<file path="src/rtl/pme_gen_pkg.sv">
package pme_gen_pkg;

  // Control register layout, MSB first: open-drain, enable, polarity, pulse mode
  typedef struct packed {
    logic od;
    logic en;
    logic pol;
    logic pulse;
  } pme_ctrl_t;

  localparam int CTRL_W = 4;
  localparam int STAT_W = 2;

  // Pin level for a given active state
  function automatic logic pin_level(input logic act, input logic pol, input logic od);
    if (od) return ~act;
    return pol ? act : ~act;
  endfunction

  // Next status: a clear is honoured only when ready, and a set beats a clear
  function automatic logic [STAT_W-1:0] status_step(
      input logic [STAT_W-1:0] cur,
      input logic [STAT_W-1:0] set,
      input logic [STAT_W-1:0] clr,
      input logic              ready);
    logic [STAT_W-1:0] kill;
    kill = ready ? clr : '0;
    return (cur & ~kill) | set;
  endfunction

  // Pulse length in cycles
  function automatic int pulse_cycles(input int ms, input int cyc_per_ms);
    return ms * cyc_per_ms;
  endfunction

endpackage

</file>
<file path="src/rtl/pme_wake_status.sv">
module pme_wake_status
  import pme_gen_pkg::*;
(
  input  logic              clk,
  input  logic              rst_n,
  input  logic              evt_energy,
  input  logic              evt_wake,
  input  logic              clr_req,
  input  logic [STAT_W-1:0] clr_mask,
  input  logic              dev_ready,
  output logic [STAT_W-1:0] status,
  output logic [STAT_W-1:0] status_nxt,
  output logic              evt_any
);

  logic [STAT_W-1:0] set_vec;
  logic [STAT_W-1:0] clr_vec;

  assign set_vec = {evt_wake, evt_energy};
  assign clr_vec = clr_req ? clr_mask : '0;
  assign evt_any = |set_vec;

  always_comb begin
    status_nxt = status_step(status, set_vec, clr_vec, dev_ready);
  end

  always_ff @(posedge clk or negedge rst_n) begin
    if (!rst_n) status <= '0;
    else        status <= status_nxt;
  end

endmodule

</file>
<file path="src/rtl/pme_pulse_timer.sv">
module pme_pulse_timer #(
  parameter int PULSE_LEN = 100
) (
  input  logic clk,
  input  logic rst_n,
  input  logic start,
  input  logic cancel,
  output logic run
);

  localparam int CNT_W = (PULSE_LEN > 1) ? $clog2(PULSE_LEN) : 1;
  localparam logic [CNT_W-1:0] LOAD = CNT_W'(PULSE_LEN - 1);

  logic [CNT_W-1:0] cnt;
  logic             last;

  assign last = (cnt == '0);

  always_ff @(posedge clk or negedge rst_n) begin
    if (!rst_n) begin
      run <= 1'b0;
      cnt <= '0;
    end else if (cancel) begin
      run <= 1'b0;
      cnt <= '0;
    end else if (!run) begin
      if (start) begin
        run <= 1'b1;
        cnt <= LOAD;
      end
    end else if (last) begin
      run <= 1'b0;
    end else begin
      cnt <= cnt - 1'b1;
    end
  end

endmodule

</file>
<file path="src/rtl/pme_pin_drive.sv">
module pme_pin_drive
  import pme_gen_pkg::*;
(
  input  logic act,
  input  logic pol,
  input  logic od,
  output logic pin,
  output logic od_low
);

  always_comb begin
    pin    = pin_level(act, pol, od);
    od_low = od & act;
  end

endmodule

</file>
<file path="src/rtl/pme_event_gen.sv">
module pme_event_gen
  import pme_gen_pkg::*;
#(
  parameter int CYC_PER_MS = 25000,
  parameter int PULSE_MS   = 50,
  parameter int DATA_W     = 8
) (
  input  logic              clk,
  input  logic              rst_n,
  input  logic              evt_energy,
  input  logic              evt_wake,
  input  logic              dev_ready,
  input  logic              reg_wr,
  input  logic              reg_addr,
  input  logic [DATA_W-1:0] reg_wdata,
  output logic [DATA_W-1:0] rd_data,
  output logic              pme_out,
  output logic              pme_od_low,
  output logic              pme_irq
);

  localparam int PULSE_LEN = pulse_cycles(PULSE_MS, CYC_PER_MS);

  pme_ctrl_t         ctrl;
  logic [STAT_W-1:0] status;
  logic [STAT_W-1:0] status_nxt;
  logic              evt_any;
  logic              ctrl_wr;
  logic              stat_wr;
  logic              pulse_start;
  logic              pulse_cancel;
  logic              pulse_run;
  logic              pme_active;

  assign ctrl_wr = reg_wr & ~reg_addr;
  assign stat_wr = reg_wr &  reg_addr;

  always_ff @(posedge clk or negedge rst_n) begin
    if (!rst_n)       ctrl <= '0;
    else if (ctrl_wr) ctrl <= pme_ctrl_t'(reg_wdata[CTRL_W-1:0]);
  end

  pme_wake_status i_status (
    .clk        (clk),
    .rst_n      (rst_n),
    .evt_energy (evt_energy),
    .evt_wake   (evt_wake),
    .clr_req    (stat_wr),
    .clr_mask   (reg_wdata[STAT_W-1:0]),
    .dev_ready  (dev_ready),
    .status     (status),
    .status_nxt (status_nxt),
    .evt_any    (evt_any)
  );

  // The timer follows the control value that will hold after this edge
  pme_ctrl_t ctrl_nxt;
  assign ctrl_nxt = ctrl_wr ? pme_ctrl_t'(reg_wdata[CTRL_W-1:0]) : ctrl;

  assign pulse_start  = evt_any & ctrl_nxt.pulse & ctrl_nxt.en;
  assign pulse_cancel = ~ctrl_nxt.en | ~ctrl_nxt.pulse | (status_nxt == '0);

  pme_pulse_timer #(.PULSE_LEN(PULSE_LEN)) i_timer (
    .clk    (clk),
    .rst_n  (rst_n),
    .start  (pulse_start),
    .cancel (pulse_cancel),
    .run    (pulse_run)
  );

  assign pme_active = ctrl.en & (ctrl.pulse ? pulse_run : (status != '0));

  pme_pin_drive i_drive (
    .act    (pme_active),
    .pol    (ctrl.pol),
    .od     (ctrl.od),
    .pin    (pme_out),
    .od_low (pme_od_low)
  );

  assign pme_irq = |status;

  always_comb begin
    rd_data = '0;
    if (reg_addr) rd_data[STAT_W-1:0] = status;
    else          rd_data[CTRL_W-1:0] = ctrl;
  end

endmodule

</file>
<file path="config.mk">
export PLATFORM = sky130hd
export DESIGN_NAME = pme_event_gen
export DESIGN_NICKNAME = d
export VERILOG_FILES = /design/src/rtl/pme_gen_pkg.sv /design/src/rtl/pme_wake_status.sv /design/src/rtl/pme_pulse_timer.sv /design/src/rtl/pme_pin_drive.sv /design/src/rtl/pme_event_gen.sv
export SDC_FILE = /design/constraint.sdc
export NUM_CORES = 1
export LEC_CHECK = 0
export BUFFER_PORTS_ARGS = -buffer_cell sky130_fd_sc_hd__buf_2
export CELL_PAD_IN_SITES_DETAIL_PLACEMENT = 1
export CELL_PAD_IN_SITES_GLOBAL_PLACEMENT = 1
export CORE_ASPECT_RATIO = 1.25
export CORE_MARGIN = 5
export CORE_UTILIZATION = 31
export DETAILED_ROUTE_END_ITERATION = 7
export PLACE_DENSITY = 0.57
export SLEW_MARGIN = 20
export SYNTH_ARGS = -nofsm -noshare
export SYNTH_HDL_FRONTEND = slang
export SYNTH_SLANG_ARGS = --single-unit
</file>
<file path="constraint.sdc">
create_clock -name clk -period 5.1 [get_ports clk]
set_clock_uncertainty 0.05 [all_clocks]
set_input_delay 1.02 -clock clk [delete_from_list [all_inputs] [get_ports clk]]
set_output_delay 1.02 -clock clk [all_outputs]
set_load 0.005 [all_outputs]
</file>
After elaboration in Yosys (flattened, before gate mapping)
Index checks and enable logic that the tools add are counted.
{ "totals": {"register_bits": 28, "latchBits": 0, "ramBits": 0, "rom_bits": 0, "input_bits": 15, "out_inout_bits": 11, "word_cells": 49, "mem_count": 0} }
{ "classes": {"add_sub_neg": 1, "multipliers": 0, "div_mod_pow": 0, "magnitude_cmp": 0, "eq_ne": 1, "n_shift": 0, "mux": 18, "n_bitwise": 15, "reduce_logical": 7} }
{ "op_table": {"columns": ["cell", "n"], "rows": [
  ["21-bit two-way mux", 4],
  ["21-bit zero test", 1],
  ["21-bit by 1-bit subtractor with 21-bit output, second input constant", 1],
  ["1-bit two-way mux", 9],
  ["2-bit two-way mux", 4],
  ["1-bit AND", 6],
  ["1-bit NOT", 4],
  ["2-bit OR reduction", 2],
  ["3-bit two-way mux", 1],
  ["3-bit by 2-bit inequality test with 1-bit output, second input constant", 1],
  ["3-bit nonzero test", 1],
  ["2-bit AND", 1],
  ["2-bit zero test", 1],
  ["2-bit NOT", 1],
  ["1-bit bitwise OR", 2],
  ["2-bit bitwise OR", 1],
  ["2-bit AND reduction", 1],
  ["2-bit nonzero test", 1]
]} }

Depth between registers and ports, before layout
Gate-level depths: netlist of run 1.
{ "logic_depth": {"ltp_word": 10, "mapped_depth": 8, "mapped_depth_nobuf": 7} }

Modules after synthesis
Synthesis of run 1 repeated with hierarchy kept, for this count alone.
{ "hier_totals": {"hier_cells": 181, "area_unflattened_um2": 1752.9} }
{ "by_module_without_submodules": {"columns": ["module", "n_inst", "cells_each", "area_per_inst_um2", "seq_area_each_um2"], "rows": [
  ["pme_pulse_timer", 1, 143, 1335.0, 550.5],
  ["pme_event_gen", 1, 28, 306.5, 100.1],
  ["pme_wake_status", 1, 7, 81.3, 50.0],
  ["pme_pin_drive", 1, 3, 30.0, 0.0]
]} }

Worst setup path after synthesis of run 1
No wires, ideal clock.
{ "synth_path": {"path_type": "input port to output port", "start": "input reg_addr", "end": "output rd_data[0]", "arrival_time_ps": 1593, "required_ps": 4030, "path_slack_ps": 2437, "cell_stages": 2, "n_path_buf": 1, "cell_sequence": "clkbuf_1 > mux2_2"} }
{ "synth_via": {"elab_chain_cells": 1} }
{ "synth_lines": {"columns": ["element", "line", "text"], "rows": [
  ["start: declaration", "pme_event_gen.sv:14", "input logic reg_addr,"],
  ["2-bit two-way mux", "pme_event_gen.sv:85", "if (reg_addr) rd_data[STAT_W-1:0] = status;"],
  ["end: declaration", "pme_event_gen.sv:16", "output logic [DATA_W-1:0] rd_data,"]
]} }
No other way between the ends.

Worst setup path after layout of run 1
{ "layout_path": {"start": "register i_timer.run", "end": "output pme_out"} }
{ "layout_via": {"elab_chain_cells": 5, "word_cells_on_any_way": 6, "classes_between": "mux (4); bitwise (2)"} }
{ "layout_lines": {"columns": ["element", "line", "text"], "rows": [
  ["start: declaration", "pme_pulse_timer.sv:8", "output logic run"],
  ["start signal: assignment", "pme_pulse_timer.sv:21", "run <= 1'b0;"],
  ["start signal: assignment", "pme_pulse_timer.sv:24", "run <= 1'b0;"],
  ["start signal: assignment", "pme_pulse_timer.sv:28", "run <= 1'b1;"],
  ["1-bit two-way mux *", "pme_event_gen.sv:71", "assign pme_active = ctrl.en & (ctrl.pulse ? pulse_run : (status != '0));"],
  ["1-bit AND *", "pme_event_gen.sv:71", null],
  ["1-bit NOT", "pme_gen_pkg.sv:16, pme_gen_pkg.sv:17", null],
  ["1-bit two-way mux (on tied branches)", "pme_gen_pkg.sv:17, pme_gen_pkg.sv:16", null],
  ["1-bit two-way mux *", "pme_gen_pkg.sv:17", "return pol ? act : ~act;"],
  ["end: declaration", "pme_event_gen.sv:17", "output logic pme_out,"]
]} }
Every way passes the cells marked *; elsewhere a longest branch is shown, timed or not. The select of a mux whose other input is x is not followed.

==> results of run 1 <==
[worst max-delay path by stage]
stage,cells past startpoint,slack [ns],start,endpoint
after floorplan,2,2.44,reg_addr,rd_data[0]
after global placement,6,2.09,reg_addr,i_timer.cnt[6]
after detailed placement,5,1.98,i_timer.run,pme_out
after CTS,5,1.66,i_timer.run,pme_out
after global routing,5,1.50,i_timer.run,pme_out
final,5,1.68,i_timer.run,pme_out
[flip-flops by register name, indices dropped and copies added (netlist names)]
name             count
i_timer.cnt         21
ctrl                 4
i_status.status      2
i_timer.run          1
[cell usage after synthesis (all sizes together)]
cell type	number	share of area
o31ai	5	0.021
or4	6	0.027
o211ai	2	0.0083
o21ai	8	0.022
clkbuf	5	0.010
ha	2	0.014
inv	8	0.017
or3b	1	0.0048
conb	1	0.0021
nor3b	1	0.0041
nand4b	1	0.0048
a311oi	6	0.032
a211oi	5	0.021
a21oi	14	0.039
o32ai	1	0.0089
nor4	6	0.024
dfrtp	28	0.39
nor2	12	0.035
and4b	1	0.0055
nor2b	1	0.0034
and4	1	0.0062
xnor2	3	0.014
nand2b	5	0.017
or3	2	0.0069
nand3b	1	0.0041
nand2	7	0.014
a31oi	11	0.038
a31o	1	0.0048
a21o	1	0.0041
o311ai	2	0.0096
mux2	6	0.037
buf	14	0.053
o21a	1	0.0041
nand4	5	0.025
nand3	7	0.022
or2	2	0.0069
and3	3	0.010
nor3	11	0.033
[area by class of cell]
| type | count | area (um^2) |
|---|---|---|
| fill | 681 | 3820 |
| multi-input combinational | 145 | 983 |
| clock buffer | 3 | 41.3 |
| sequential | 28 | 701 |
| timing repair buffer | 17 | 85.1 |
| inverter | 8 | 30.0 |
| tap | 66 | 82.6 |
[cell families (layout without fill, tap and decap cells)]
family / count (synthesis) / count (layout)
other: 1 / 4
adder cells (fa/ha/maj): 2 / 2
AND/OR/NAND/NOR: 73 / 73
multiplexers: 6 / 6
AO/OA/AOI/OAI: 57 / 57
buffers and inverters: 27 / 28
XOR/XNOR: 3 / 3
flip-flops: 28 / 28
[metrics by stage]
| stage | setup slack [ns] | area, um^2 |
|---|---|---|
| floorplan | 2.44 | 1830 |
| global placement | 2.09 | 1880 |
| detailed placement | 1.98 | 1880 |
| CTS | 1.66 | 1920 |
| global route | 1.50 | 1920 |
| finish | 1.68 | 1920 |
[layer usage]
layer | GRT usage | vias up | routed length, um | part of all wire
met3 | 0.0198 | 6 | 195 | 0.039
met4 | 0.0466 | 0 | 56 | 0.011
met2 | 0.262 | 39 | 2560 | 0.51
li1 | - | 746 | - | -
met5 | 0 | - | 0 | 0
met1 | 0.168 | 801 | 2240 | 0.44
[power breakdown]
group          internal (uW)  switching (uW)  total (uW)  leakage [uW]
Sequential               237            21.2         258      0.000370
Clock                   53.2            72.7         126     0.0000216
Combinational           90.2             143         233      0.000364
[layout by cell type (no fill, tap or decap), drive strengths merged, types with 2 or more instances in the layout]
cell / count
o311ai: 2
dfrtp: 28
a31oi: 11
o211ai: 2
conb: 4
and3: 3
or4: 6
ha: 2
o21ai: 8
a211oi: 5
nor4: 6
or2: 2
o31ai: 5
clkbuf: 3
nand2: 7
nor2: 12
nand2b: 5
nor3: 11
a311oi: 6
a21oi: 14
nand3: 7
inv: 8
or3: 2
mux2: 6
buf: 17
xnor2: 3
nand4: 5
==> flow_summary.ini, run 1 <==
[timing]
setup_violations = 0
fin_worst_hold_slack_ns = 0.476
slew_of_the_pin_with_the_lowest_slew_margin_ns = 1.01
slew_headroom = 0.320
rsz0062_at_grt = no
max_freq_mhz = 292
setup_tns_ns = 0
final_max_slew_viol_count = 0
timing.final.crit_period_ns = 3.42
hold_violations = 0
final.period_utilization = 0.671

[placed_design]
placed_cells = 264
place.detailed.hpwl_mm = 3.54
place.gp.congestion = 0.812
numPortBuffers = 17

[die]
chipHeight_um = 95.6
floorplan.core_area_um2 = 5740
num_rows = 31
top_level_pins = 26
floorplan.initialDensity = 0.317
die_width_um = 78.5
dieArea_um2 = 7510

[synth]
synthXorXnorAreaFrac = 0.0145
synth_cell_type_count = 52
postSynthAreaPerCell_um2 = 9.23
synth_simple_gate_area_share = 0.255
synth-seq-area-share = 0.385
synth_mux_area_frac = 0.0372
post_synth_instance_area_um2 = 1820
synth_top_family_by_area = simple AND/OR/NAND/NOR gates
synth_seq_cells = 28
synthesized_area_fraction_occupied_by_ao_oa_aoi_and_oai_cells = 0.212
syn_inst = 197
synth-adder-area-share = 0.0138
yosys_warnings = 0

[global_route]
grt.overflow.total = 0
number_of_global_route_vias_before_repair = 1689
largest_net_degree_at_the_start_of_global_routing = 29
grt_first_pass_wirelength_mm = 8.39
antenna_violations_before_repair = 0
grt_util_all_layers = 0.142

[routing]
drt_pre_antenna_iters = 4
drc = 0
antenna_left = 0
routedWlPerCell_um = 18.9
vias_per_cell = 5.96
drt_iter0_markers = 81
wirelength_mm = 5.05
vias = 1592

[layout]
finalNonFillerCells = 267
fin_util = 0.335
layout.nets = 220
syn2layout_area_growth_pct = 5.78
antennaDiodeCount = 0
final_layout_size_suffix_gt1_frac = 0.194

[min_path]
hold_critical_path_endpoint = ctrl[3]
timing.hold.worst_path_depth = 1
worst_hold_startpoint = ctrl[3]
hold_path.class = reg -> reg

[clock_tree]
cts.sink_count = 28
htree_levels = 1
post_cts.repair.setup_buffers = 0
cts_made_buffers = 3
root_buffer = sky130_fd_sc_hd__clkbuf_8
path_clk_slew_ns = 0.11
cts-hold-fix-buffers = 0
cts-resized-gates = 0
clockBufferDepth = 2
tritoncts_clock_tree = yes
clkLatencyLatePin_ns = 0.28

[critical_path]
worstReg2RegEnd = i_timer.cnt[3]
critical_path.cell_chain = inv_1 -> nand2_1 -> o211ai_1 -> xnor2_1 -> buf_2
crit_path_top_delay_cell = sky130_fd_sc_hd__dfrtp_1
timing.critical_path.fanout_max = 27
cp.buffers_inverters = 2
path_class = reg -> out
timing.critical_path.arrival_ns = 2.35
critPathMaxStageDelay_ns = 0.95
crit-reg2reg-launch = i_timer.run
worstSetupEndpointType = output port
critical_path.top_delay_family = flip-flops
cp-start-kind = register
critPathRequiredTime_ns = 4.03
worst-r2r-setup-slack_ns = 2.32
reg2reg_depth = 4

[status]
outcome = completed

[power_and_ir_drop]
total_power_uw = 617
leakage_uw = 0.000756
pwr_density_cell_nw_per_um2 = 321
vdd_ir_drop_max_mv = 0.101

[run]
max_cap_violations = 0
(Power assumes the default switching activity.)
==> inputs of run 2 (changes only) <==
ABC_AREA = 1   (was unset)
PLACE_DENSITY = 0.6   (was 0.57)
clock period = 3.3 ns   (was 5.1 ns; I/O delays follow)
==> flow_summary.ini, run 2 <==
[global_route]
antenna_violations_before_repair = 0
largest_net_degree_at_the_start_of_global_routing = 29
grt.overflow.total = 0
number_of_global_route_vias_before_repair = 2024
grt_first_pass_wirelength_mm = 9.52
grt_util_all_layers = 0.148

[min_path]
hold_path.class = in -> async

[clock_tree]
htree_levels = 1
post_cts.repair.setup_buffers = 0
root_buffer = sky130_fd_sc_hd__clkbuf_8
tritoncts_clock_tree = yes
cts_made_buffers = 3
cts-hold-fix-buffers = 0
clockBufferDepth = 2
path_clk_slew_ns = 0.11
cts-resized-gates = 0
cts.sink_count = 28
clkLatencyLatePin_ns = 0.28

[timing]
slew_headroom = 0.545
final_max_slew_viol_count = 0
max_freq_mhz = 376
final.period_utilization = 0.805
rsz0062_at_grt = no
timing.final.ws_setup_ns = 0.643
setup_violations = 0
hold_violations = 0
slew_of_the_pin_with_the_lowest_slew_margin_ns = 0.683
setup_tns_ns = 0
timing.final.crit_period_ns = 2.66
fin_worst_hold_slack_ns = 0.348

[critical_path]
timing.critical_path.fanout_max = 13
path_common_cell = sky130_fd_sc_hd__inv_1
path_class = reg -> out
crit_path_top_delay_cell = sky130_fd_sc_hd__dfrtp_1
critical_path.cell_chain = inv_1 -> a21oi_1 -> o21ai_0 -> xor2_1 -> inv_1 -> buf_2
cp.buffers_inverters = 3
critPathMaxStageDelay_ns = 0.65
critPathRequiredTime_ns = 2.59
worstSetupEndpointType = output port
cp-start-kind = register
critical_path.top_delay_family = flip-flops
timing.critical_path.arrival_ns = 1.95

[placed_design]
numPortBuffers = 17
place.detailed.hpwl_mm = 3.85
place.gp.congestion = 0.744
place_ws_ns = 0.909

[power_and_ir_drop]
vdd_ir_drop_max_mv = 0.156
leakage_uw = 0.00121
pwr_density_cell_nw_per_um2 = 355

[layout]
biggestRegsByFlops = i_timer.cnt x21, ctrl x4, i_status.status x2
final_layout_size_suffix_gt1_frac = 0.125
largest_register_ff_count = 21
largest-register = i_timer.cnt
syn2layout_area_growth_pct = 7.68
layout.nets = 329
n_fill_cell = 834
antennaDiodeCount = 0
layout_commonest_cell = sky130_fd_sc_hd__nand2_1
final_cell_mix = 97 x sky130_fd_sc_hd__nand2_1, 45 x sky130_fd_sc_hd__nor2_1, 39 x sky130_fd_sc_hd__nand3_1

[synth]
synthTopCellsByCount = 97 x sky130_fd_sc_hd__nand2_1, 45 x sky130_fd_sc_hd__nor2_1, 39 x sky130_fd_sc_hd__nand3_1
synth-seq-area-share = 0.356
postSynthAreaPerCell_um2 = 6.59
yosys.area.top_type = sky130_fd_sc_hd__dfrtp_1
synth_top_area_share = 0.356
post_synth_main_area_contributors = sky130_fd_sc_hd__dfrtp_1 36%, sky130_fd_sc_hd__nand2_1 18%, sky130_fd_sc_hd__nand3_1 9.9%
synth_cell_type_count = 25
post-synth-top-count-cell = sky130_fd_sc_hd__nand2_1
yosys_warnings = 0
post_synth_instance_area_um2 = 1970
synth-edff-count = 0
syn_inst = 299
synth_seq_cells = 28
asyncSetResetFlopFracSynth = 1.00
synth-main-ff-cell = sky130_fd_sc_hd__dfrtp_1

[die]
floorplan.initialDensity = 0.320
top_level_pins = 26
num_rows = 32
floorplan.core_area_um2 = 6170
dieArea_um2 = 8060
chipHeight_um = 99.1
die_width_um = 81.3

[run]
max_cap_violations = 0

[routing]
vias_per_cell = 4.69
routedWlPerCell_um = 13.2
vias = 1858
drt_iter0_markers = 48
antenna_left = 0
wirelength_mm = 5.24
drt_pre_antenna_iters = 4
drc = 0

[status]
outcome = completed
[run 2: cell count changes after synthesis, sizes merged, moves of 5 or more]
| cell | previous run | this run |
|---|---|---|
| nand3 | 7 | 41 |
| mux2 | 6 | 1 |
| o31ai | 5 | 0 |
| inv | 8 | 31 |
| a31oi | 11 | 0 |
| a211oi | 5 | 0 |
| nor2 | 12 | 49 |
| nor3 | 11 | 0 |
| clkbuf | 5 | 0 |
| a311oi | 6 | 0 |
| nor4 | 6 | 0 |
| nand2b | 5 | 0 |
| or4 | 6 | 0 |
| nand2 | 7 | 104 |
[run 2: logic make-up after synthesis]
group	count (synthesis)	share of synthesized area
simple gates	199	0.446
buf+inv	44	0.115
flops	28	0.356
compound gates	23	0.0584
fa+ha+maj	2	0.0127
other cells	1	0.00190
xor+xnor	1	0.00445
mux	1	0.00571
[run 2: through the flow]
| stage | power, uW | std cells | cell area (um^2) | utilization |
|---|---|---|---|---|
| after floorplan | 491 | 302 | 1980 | - |
| after global placement | 533 | 392 | 2070 | 0.335 |
| after detailed placement | 536 | 392 | 2070 | 0.335 |
| after CTS | 765 | 396 | 2120 | 0.344 |
| after global routing | 803 | 396 | 2120 | 0.344 |
| final | 753 | 396 | 2120 | 0.344 |
[run 2: power breakdown]
part	switching [uW]	leakage [uW]	total (uW)	internal [uW]
combinational	112	0.000807	163	51.4
sequential	9.09	0.000372	363	354
clock	120	0.0000288	227	107
total	241	0.00121	753	512
[run 2: final cells by class]
| class | instances | area (um^2) | area share |
|---|---|---|---|
| clock buffers | 4 | 55.1 | 0.0259 |
| inverters | 32 | 120 | 0.0566 |
| multi-input cells | 230 | 1050 | 0.497 |
| flip-flops and latches | 28 | 701 | 0.330 |
| well taps | 85 | 106 | 0.0501 |
| repair buffers | 17 | 85.1 | 0.0401 |
[run 2: worst paths after layout]
check / cells past startpoint / slack, ns / startpoint / end
setup / recovery: 6 / 0.64 / i_timer.run / pme_out
hold / removal: 1 / 0.35 / rst_n / i_timer.cnt[11]
setup reg to reg: 6 / 1.12 / i_timer.run / i_timer.cnt[9]
hold reg to reg: 2 / 0.48 / i_timer.cnt[19] / i_timer.cnt[19]
max in group asynchronous: 1 / 2.41 / rst_n / i_timer.cnt[20]
min in group clk: 2 / 0.48 / i_timer.cnt[19] / i_timer.cnt[19]
[run 2: routing by layer]
metal | vias up | GRT usage | wire length, um
met5 | - | 0 | 0
met4 | 0 | 0.0351 | 58
met3 | 5 | 0.0172 | 85
met2 | 16 | 0.262 | 2730
met1 | 887 | 0.187 | 2370
li1 | 950 | - | -
==> inputs of run 3 (changes only) <==
clock period = 2.5 ns   (was 3.3 ns; I/O delays follow)
==> flow_summary.ini, run 3 (synthesis results as in run 2) <==
[status]
outcome = completed

[clock_tree]
clkLatencyLatePin_ns = 0.29
cts-resized-gates = 0
htree_levels = 1
cts_made_buffers = 3
cts-hold-fix-buffers = 0
tritoncts_clock_tree = yes
root_buffer = sky130_fd_sc_hd__clkbuf_8
cts.sink_count = 28
post_cts.repair.setup_buffers = 0
path_clk_slew_ns = 0.11
clockBufferDepth = 2

[die]
dieArea_um2 = 8060
top_level_pins = 26
floorplan.initialDensity = 0.320
die_width_um = 81.3
num_rows = 32
floorplan.core_area_um2 = 6170
chipHeight_um = 99.1

[placed_design]
placed_cells = 396
place_ws_ns = 0.516
numPortBuffers = 17
post_dp_cell_area_um2 = 2110
place.detailed.hpwl_mm = 3.93
place.gp.congestion = 0.744

[layout]
final_layout_size_suffix_gt1_frac = 0.137
fin_area_um2 = 2180
antennaDiodeCount = 0
largest-register = i_timer.cnt
finalNonFillerCells = 400
layout.nets = 333
final_cell_mix = 97 x sky130_fd_sc_hd__nand2_1, 45 x sky130_fd_sc_hd__nor2_1, 39 x sky130_fd_sc_hd__nand3_1
biggestRegsByFlops = i_timer.cnt x21, ctrl x4, i_status.status x2
layout_commonest_cell = sky130_fd_sc_hd__nand2_1
largest_register_ff_count = 21
syn2layout_area_growth_pct = 10.7

[critical_path]
crit_path_top_delay_cell = sky130_fd_sc_hd__dfrtp_1
timing.critical_path.fanout_max = 8
worstSetupEndpointType = output port
critical_path.cell_chain = inv_1 -> a21oi_1 -> o21ai_0 -> xor2_1 -> inv_1 -> buf_2
cp-start-kind = register
worst-r2r-setup-slack_ns = 0.52
crit-reg2reg-launch = i_timer.cnt[0]
reg2reg_depth = 9
path_common_cell = sky130_fd_sc_hd__inv_1
worst_setup_path_endpoint = pme_out
path_class = reg -> out
worstReg2RegEnd = i_timer.cnt[12]
timing.critical_path.arrival_ns = 1.54
critical_path.startpoint = i_timer.run
critPathMaxStageDelay_ns = 0.54
critPathRequiredTime_ns = 1.95

[routing]
wirelength_mm = 5.41
routedWlPerCell_um = 13.5
antenna_left = 0
vias = 1861
drt_iter0_markers = 43
drt_pre_antenna_iters = 4
drc = 0
vias_per_cell = 4.65

[min_path]
hold_path.class = in -> async

[power_and_ir_drop]
vdd_ir_drop_max_mv = 0.197
leakage_uw = 0.00124
share_comb_of_total_power = 0.206
pwr-share-clk = 0.351
internal_power_uw = 754
total_switching_power_uw = 327
sequentialPowerShare = 0.443
pwr_density_cell_nw_per_um2 = 496
power_switching_share = 0.302

[global_route]
largest_net_degree_at_the_start_of_global_routing = 29
grt_first_pass_wirelength_mm = 9.26
grt_util_all_layers = 0.147
number_of_global_route_vias_before_repair = 1969
grt.overflow.total = 0
antenna_violations_before_repair = 0

[timing]
final_max_slew_viol_count = 0
setup_violations = 0
slew_headroom = 0.543
final.period_utilization = 0.838
timing.final.ws_setup_ns = 0.406
setup_tns_ns = 0
hold_violations = 0
fin_worst_hold_slack_ns = 0.184
rsz0062_at_grt = no
timing.final.crit_period_ns = 2.09
max_freq_mhz = 477
slew_of_the_pin_with_the_lowest_slew_margin_ns = 0.686

[run]
max_cap_violations = 0
## run 3: changes by cell type in the layout (fill, tap and decap cells not counted)
| cell | previous run | this run |
|---|---|---|
| sky130_fd_sc_hd__buf_12 | 0 | 1 |
| sky130_fd_sc_hd__buf_4 | 0 | 3 |
| sky130_fd_sc_hd__bufinv_16 | 0 | 1 |
| sky130_fd_sc_hd__clkbuf_8 | 4 | 3 |
## run 3: layout make-up
cell class / count / area (um^2)
flip-flops and latches: 28 / 701
clock inverters: 1 / 30.0
inverters: 32 / 120
well taps: 85 / 106
fillers: 829 / 3990
clock buffers: 3 / 41.3
multi-input cells: 230 / 1050
repair buffers: 21 / 128
## run 3: worst min-delay path by stage
stage,from,to,slack (ns),cells past startpoint
2_1_floorplan,rst_n,ctrl[0],0.15,0
3_5_place_dp,i_timer.cnt[19],i_timer.cnt[19],0.46,2
6_report,rst_n,i_timer.cnt[9],0.18,1
5_1_grt,rst_n,i_timer.cnt[12],0.23,1
4_1_cts,rst_n,i_status.status[1],0.22,1
3_3_place_gp,i_timer.cnt[19],i_timer.cnt[19],0.45,2
## run 3: layer usage
metal,wire length (um),GRT usage,vias up
li1,-,-,957
met1,2500,0.181,878
met2,2740,0.262,21
met3,88,0.0163,5
met4,72,0.0429,0
met5,0,0,-
## run 3: per-stage QoR
| stage | power [uW] | util |
|---|---|---|
| 2_1_floorplan | 649 | - |
| 6_report | 1080 | 0.354 |
| 3_3_place_gp | 710 | 0.342 |
| 5_1_grt | 1150 | 0.354 |
| 4_1_cts | 1100 | 0.354 |
| 3_5_place_dp | 715 | 0.342 |
## run 3: power groups by stage
stage | combinational (uW) | clock [uW] | sequential, uW
6_report | 223 | 379 | 478
4_1_cts | 229 | 392 | 479
5_1_grt | 257 | 413 | 481
2_1_floorplan | 165 | 0 | 484
3_3_place_gp | 223 | 0 | 487
3_5_place_dp | 227 | 0 | 488
## run 3: worst max-delay path, delay by kind of cell, from the launching register on
family,cells,cell delay (ns)
flip-flops,1,0.54
buffers and inverters,3,0.26
AO/OA/AOI/OAI,2,0.27
XOR/XNOR,1,0.17
